$ cat config.mk
export PLATFORM = sky130hd
export DESIGN_NAME = alias_regfile
export DESIGN_NICKNAME = d
export VERILOG_FILES = /design/src/rtl/alias_rf_pkg.sv /design/src/rtl/alias_view_check.sv /design/src/rtl/alias_read_slice.sv /design/src/rtl/alias_write_merge.sv /design/src/rtl/alias_regfile.sv
export SDC_FILE = /design/constraint.sdc
export NUM_CORES = 2
export LEC_CHECK = 0
export ABC_CLOCK_PERIOD_IN_PS = 6850
export CAP_MARGIN = 10
export CORE_UTILIZATION = 55
export CTS_BUF_LIST = sky130_fd_sc_hd__clkbuf_4
export DETAILED_ROUTE_END_ITERATION = 7
export PLACE_DENSITY = 0.73
export SETUP_SLACK_MARGIN = 0.1
export SLEW_MARGIN = 20
export SYNTH_ARGS = -nofsm -noshare
export SYNTH_HDL_FRONTEND = slang
export SYNTH_SLANG_ARGS = --single-unit
$ cat constraint.sdc
create_clock -name clk -period 6.85 [get_ports clk]
set_clock_uncertainty 0.2 [all_clocks]
set_input_delay 1.7125 -clock clk [delete_from_list [all_inputs] [get_ports clk]]
set_output_delay 1.7125 -clock clk [all_outputs]
set_load 0.03 [all_outputs]
$ cat src/rtl/alias_rf_pkg.sv
package alias_rf_pkg;
  typedef enum logic [2:0] {
    VW_BLO  = 3'd0,
    VW_BHI  = 3'd1,
    VW_HALF = 3'd2,
    VW_WORD = 3'd3,
    VW_FULL = 3'd4
  } view_e;
endpackage

$ cat src/rtl/alias_view_check.sv
module alias_view_check #(
  parameter int IDXW    = 4,
  parameter int HB_REGS = 4
) (
  input  logic [IDXW-1:0] idx,
  input  logic [2:0]      size,
  output logic            legal
);
  import alias_rf_pkg::*;

  always_comb begin
    unique case (size)
      VW_BLO, VW_HALF, VW_WORD, VW_FULL: legal = 1'b1;
      VW_BHI:  legal = (idx < IDXW'(HB_REGS));
      default: legal = 1'b0;
    endcase
  end
endmodule

$ cat src/rtl/alias_read_slice.sv
module alias_read_slice #(
  parameter int XLEN = 64
) (
  input  logic [XLEN-1:0] reg_val,
  input  logic [2:0]      size,
  input  logic            legal,
  output logic [XLEN-1:0] data
);
  import alias_rf_pkg::*;
  localparam int HALFW = XLEN / 2;

  always_comb begin
    data = '0;
    if (legal) begin
      unique case (size)
        VW_BLO:  data = {{(XLEN-8){1'b0}},  reg_val[7:0]};
        VW_BHI:  data = {{(XLEN-8){1'b0}},  reg_val[15:8]};
        VW_HALF: data = {{(XLEN-16){1'b0}}, reg_val[15:0]};
        VW_WORD: data = {{(XLEN-HALFW){1'b0}}, reg_val[HALFW-1:0]};
        VW_FULL: data = reg_val;
        default: data = '0;
      endcase
    end
  end
endmodule

$ cat src/rtl/alias_write_merge.sv
module alias_write_merge #(
  parameter int XLEN = 64
) (
  input  logic [XLEN-1:0] old_val,
  input  logic [XLEN-1:0] wr_data,
  input  logic [2:0]      size,
  output logic [XLEN-1:0] new_val
);
  import alias_rf_pkg::*;
  localparam int HALFW = XLEN / 2;

  always_comb begin
    unique case (size)
      VW_BLO:  new_val = {old_val[XLEN-1:8], wr_data[7:0]};
      VW_BHI:  new_val = {old_val[XLEN-1:16], wr_data[7:0], old_val[7:0]};
      VW_HALF: new_val = {old_val[XLEN-1:16], wr_data[15:0]};
      VW_WORD: new_val = {{(XLEN-HALFW){1'b0}}, wr_data[HALFW-1:0]};
      VW_FULL: new_val = wr_data;
      default: new_val = old_val;
    endcase
  end
endmodule

$ cat src/rtl/alias_regfile.sv
module alias_regfile #(
  parameter int NUM_REGS = 16,
  parameter int XLEN     = 64,
  parameter int HB_REGS  = 4
) (
  input  logic                        clk,
  input  logic                        rst_n,
  input  logic                        wr_en,
  input  logic [$clog2(NUM_REGS)-1:0] wr_idx,
  input  logic [2:0]                  wr_size,
  input  logic [XLEN-1:0]             wr_data,
  output logic                        wr_illegal,
  input  logic [$clog2(NUM_REGS)-1:0] rda_idx,
  input  logic [2:0]                  rda_size,
  output logic [XLEN-1:0]             rda_data,
  output logic                        rda_illegal,
  input  logic [$clog2(NUM_REGS)-1:0] rdb_idx,
  input  logic [2:0]                  rdb_size,
  output logic [XLEN-1:0]             rdb_data,
  output logic                        rdb_illegal
);
  localparam int IDXW  = $clog2(NUM_REGS);
  localparam int HALFW = XLEN / 2;

  logic [NUM_REGS-1:0][XLEN-1:0] regs_q;
  logic [NUM_REGS-1:0]           ld_en;
  logic [XLEN-1:0]               merged;
  logic                          wr_legal, rda_legal, rdb_legal;

  // legality per port
  alias_view_check #(.IDXW(IDXW), .HB_REGS(HB_REGS)) u_chk_w (
    .idx(wr_idx), .size(wr_size), .legal(wr_legal));
  alias_view_check #(.IDXW(IDXW), .HB_REGS(HB_REGS)) u_chk_a (
    .idx(rda_idx), .size(rda_size), .legal(rda_legal));
  alias_view_check #(.IDXW(IDXW), .HB_REGS(HB_REGS)) u_chk_b (
    .idx(rdb_idx), .size(rdb_size), .legal(rdb_legal));

  assign wr_illegal  = ~wr_legal;
  assign rda_illegal = ~rda_legal;
  assign rdb_illegal = ~rdb_legal;

  // next value of the addressed register
  alias_write_merge #(.XLEN(XLEN)) u_merge (
    .old_val(regs_q[wr_idx]), .wr_data(wr_data),
    .size(wr_size), .new_val(merged));

  // storage: one enable and one register process per entry
  for (genvar g = 0; g < NUM_REGS; g++) begin : g_reg
    always_comb begin
      ld_en[g] = wr_en & wr_legal & (wr_idx == IDXW'(g));
    end

    always_ff @(posedge clk or negedge rst_n) begin
      if (!rst_n) begin
        regs_q[g] <= '0;
      end else if (ld_en[g]) begin
        regs_q[g] <= merged;
      end
    end
  end

  // read ports see the pre-edge contents
  alias_read_slice #(.XLEN(XLEN)) u_rd_a (
    .reg_val(regs_q[rda_idx]), .size(rda_size),
    .legal(rda_legal), .data(rda_data));
  alias_read_slice #(.XLEN(XLEN)) u_rd_b (
    .reg_val(regs_q[rdb_idx]), .size(rdb_size),
    .legal(rdb_legal), .data(rdb_data));

  // 32-bit write leaves the upper half zero
  a_r3_word_clears_upper: assert property (@(posedge clk) disable iff (!rst_n)
    (wr_en && wr_size == 3'd3) |=> (regs_q[$past(wr_idx)][XLEN-1:HALFW] == '0));

  // low-byte write keeps bits above the byte
  a_r5_byte_keeps_rest: assert property (@(posedge clk) disable iff (!rst_n)
    (wr_en && wr_size == 3'd0) |=>
      (regs_q[$past(wr_idx)][XLEN-1:8] == $past(regs_q[wr_idx][XLEN-1:8])));

  // narrow views on port A are zero-extended
  a_r7_read_zext: assert property (@(posedge clk) disable iff (!rst_n)
    (rda_size != 3'd4) |-> (rda_data[XLEN-1:HALFW] == '0));

  // flagged write changes nothing
  a_r8_illegal_no_write: assert property (@(posedge clk) disable iff (!rst_n)
    (wr_en && wr_illegal) |=> (regs_q == $past(regs_q)));

  // flagged read on port B returns zero
  a_r8_illegal_read_zero: assert property (@(posedge clk) disable iff (!rst_n)
    rdb_illegal |-> (rdb_data == '0));

  // idle write port holds all state
  a_r10_idle_hold: assert property (@(posedge clk) disable iff (!rst_n)
    !wr_en |=> (regs_q == $past(regs_q)));
endmodule

==> metrics.cfg <==
[detailed_routing]
initialDrtViolationCount = 6713
routedWlPerCell_um = 27.7
wl_mm = 207
router_iterations_before_antenna_repair = 6
post_drt_via_cell_ratio = 7.06
drcViolationCount = 0
detailroute.via_count = 52800
postRouteAntennaNets = 0

[timing]
timing.fmax_ghz = 0.150
finalSetupViolCount = 0
worst_slew_pin_slew_ps = 1210
final-hold-violation-count = 0
final-max-slew-violation-count = 0
unrepaired_setup_endpoints_after_global_routing = no
relSlewSlack_pct = 19.2
min_period_over_period_pct = 97.0
summed_negative_setup_slack_over_all_endpoints_ps = 0
period_needed_ps = 6640

[clock_network]
post_cts_resize_count = 0
cts_post_setup_buffers_inserted = 0
ctsLongestPathBuffers = 4
cts.root.buffer_cell = clkbuf_4
cts.sink_count = 1024
clk_pin_slew_worst_paths_ps = 50
holdBufCountCts = 0
clk-insertion-delay-late_ps = 1260
tritoncts.num_buffers = 296
htree_levels = 5
cts_tree = built

[worst_setup_path]
path_common_cell = clkdlybuf4s50_1
worst-endpoint-arrival_ps = 4730
critPathKind = in -> out
critical_path.cell_chain = clkdlybuf4s50_1 > nor2_1 > nand2_2 > buf_12 > a211oi_1 > clkdlybuf4s50_1
critPathBufInv = 3
timing.critical_path.to_type = output port
cp_slowest_cell = clkdlybuf4s50_1
critPathMaxFanout = 18
critical_path.max_stage_delay_ps = 810
start_kind = primary input
timing.critical_path.max_delay_family = buffers and inverters
worst_ep_required_time_ps = 4940
r2r_setup_slack_ps = 4080

[yosys]
synthesis.nets = 5752
share_of_flip_flops_with_an_asynchronous_set_or_reset_after_synthesis_pct = 100
yosys.cell_count.top_type = dfrtp_1
syn-instance-count = 5664
yosys-top-cells-area = dfrtp_1 (40%), mux4_2 (20%), mux2i_1 (7.5%), a31oi_1 (4.4%), o21ai_0 (3.5%)
seq_area_frac_synth_pct = 40.1
leading_area_contributor_after_synthesis = dfrtp_1
cell_area_after_technology_mapping_um2 = 63900
ys_warn_count = 0
post-synth-top-area-fraction_pct = 40.1
synth_top_flop_cell = dfrtp_1
ys_seq_elements = 1024
synthTopCellsByCount = dfrtp_1 (1024), mux4_2 (581), nand2_1 (566)
mean_area_per_synthesized_cell_um2 = 11.3
synth_enable_flop_cells = 0
netlist-cell-type-count = 57

[layout]
largest_regs = regs_q x1024
top_register = regs_q
finish.instance_area_um2 = 70700
final_layout_size_suffix_gt1_share_pct = 22.5
ff_latch_area_um2 = 25600
layout.core_utilization_pct = 61.6
multiInputGateArea_um2 = 35300
largest_register_ff_count = 1024
fillerInstances = 9242
final_net_count = 5866
areaGrowthSynthToFinish_pct = 10.6

[power]
power-per-cell-area_nw_per_um2 = 269
p_leak_nw = 29.0
vdd.ir_drop.worst_mv = 0.189

[run]
max_cap_viol_count = 0

[global_routing]
maximum_number_of_pins_on_one_net_before_global_route_repair = 177
first_pass_grt_wire_length_mm = 318
grt_pass1_vias = 52900
track_usage_pct = 35.5
grt.overflow.total = 0
antenna_violations_before_repair = 6

[placement]
io_buffers = 218
hpwlAfterDp_mm = 124
place_congestion = 0.913
postPlaceCellArea_um2 = 67200

[hold_path]
min-delay-path-class = in -> async

[status]
run_status = completed

[die]
row_count = 124
effective_utilization_at_floorplan_pct = 55.7
die_w_um = 343
placeableCoreArea_um2 = 115000
floorplan.die.height_um = 343
fp.dieArea_um2 = 118000
io-pin-count = 219

metrics by stage:
step	instances	total power, mW	hold WS, ps	setup WS, ps
floorplan	5664	11.9	274	1210
global placement	6986	13.1	292	300
detailed placement	6989	13.4	304	286
CTS	7471	19.0	194	288
global route	7479	20.0	264	215
finish	7485	19.0	252	205
cell type report:
class	count	area share, %
Multi-Input combinational cell	4021	49.9
Clock inverter	67	0.520
Inverter	1	0.00531
Tap cell	1512	2.67
Sequential cell	1024	36.2
Clock buffer	415	4.40
Antenna cell	11	0.0389
Timing Repair Buffer	434	6.25
where the power goes:
group	total (mW)	internal [mW]	switching (mW)
sequential	8.47	7.21	1.25
clock	5.63	2.92	2.71
combinational	4.95	2.55	2.40
total	19.0	12.7	6.37
worst reg2reg max path, delay by kind of cell (launching register included):
kind               cells  cell delay, ps
AOI/OAI and AO/OA      3            1380
DFF                    1             420
muxes                  1             590
final timing paths:
kind,from,end,cells past startpoint
min,rst_n,regs_q[579]$_DFFE_PN0P_,1
max,rdb_size[0],rdb_data[40],6
min reg2reg,regs_q[937]$_DFFE_PN0P_,regs_q[937]$_DFFE_PN0P_,2
min in group clk,regs_q[937]$_DFFE_PN0P_,regs_q[937]$_DFFE_PN0P_,2
max in group asynchronous,rst_n,regs_q[482]$_DFFE_PN0P_,2
max reg2reg,regs_q[589]$_DFFE_PN0P_,regs_q[845]$_DFFE_PN0P_,4
cells in the final DEF, fill, tap and decap left out, types with 32 or more instances in the layout:
cell / count
nor2_1: 495
a221oi_4: 32
buf_12: 46
o21ai_1: 66
nand2_1: 564
dfrtp_1: 1024
a211oi_1: 191
o21ai_0: 447
and4_1: 32
clkdlybuf4s50_1: 205
a31oi_1: 448
mux2i_1: 479
mux4_2: 581
nand3_1: 76
clkinv_1: 47
a22oi_1: 160
buf_4: 169
a21oi_1: 72
nor2b_1: 104
a21o_1: 32
clkbuf_4: 416
nand2b_1: 42
o31ai_1: 32
kinds of logic (layout without fill, tap and decap cells):
group / count (synthesis) / count (layout) / synth area share [%]
AOI/OAI and AO/OA: 1562 / 1562 / 16.9
buffers and inverters: 619 / 917 / 4.94
DFF: 1024 / 1024 / 40.1
muxes: 1078 / 1078 / 28.6
other: 0 / 11 / 0
and+or+nand+nor: 1381 / 1381 / 9.49
layer usage:
layer	part of all wire (%)	vias up	global-route usage (%)
met2	47	3537	54.4
li1	-	22200	-
met4	5.4	10	20.3
met1	37	26400	46.4
met3	11	752	8.57
met5	0.033	-	0
Note: power is estimated with default switching activity, not from simulation.
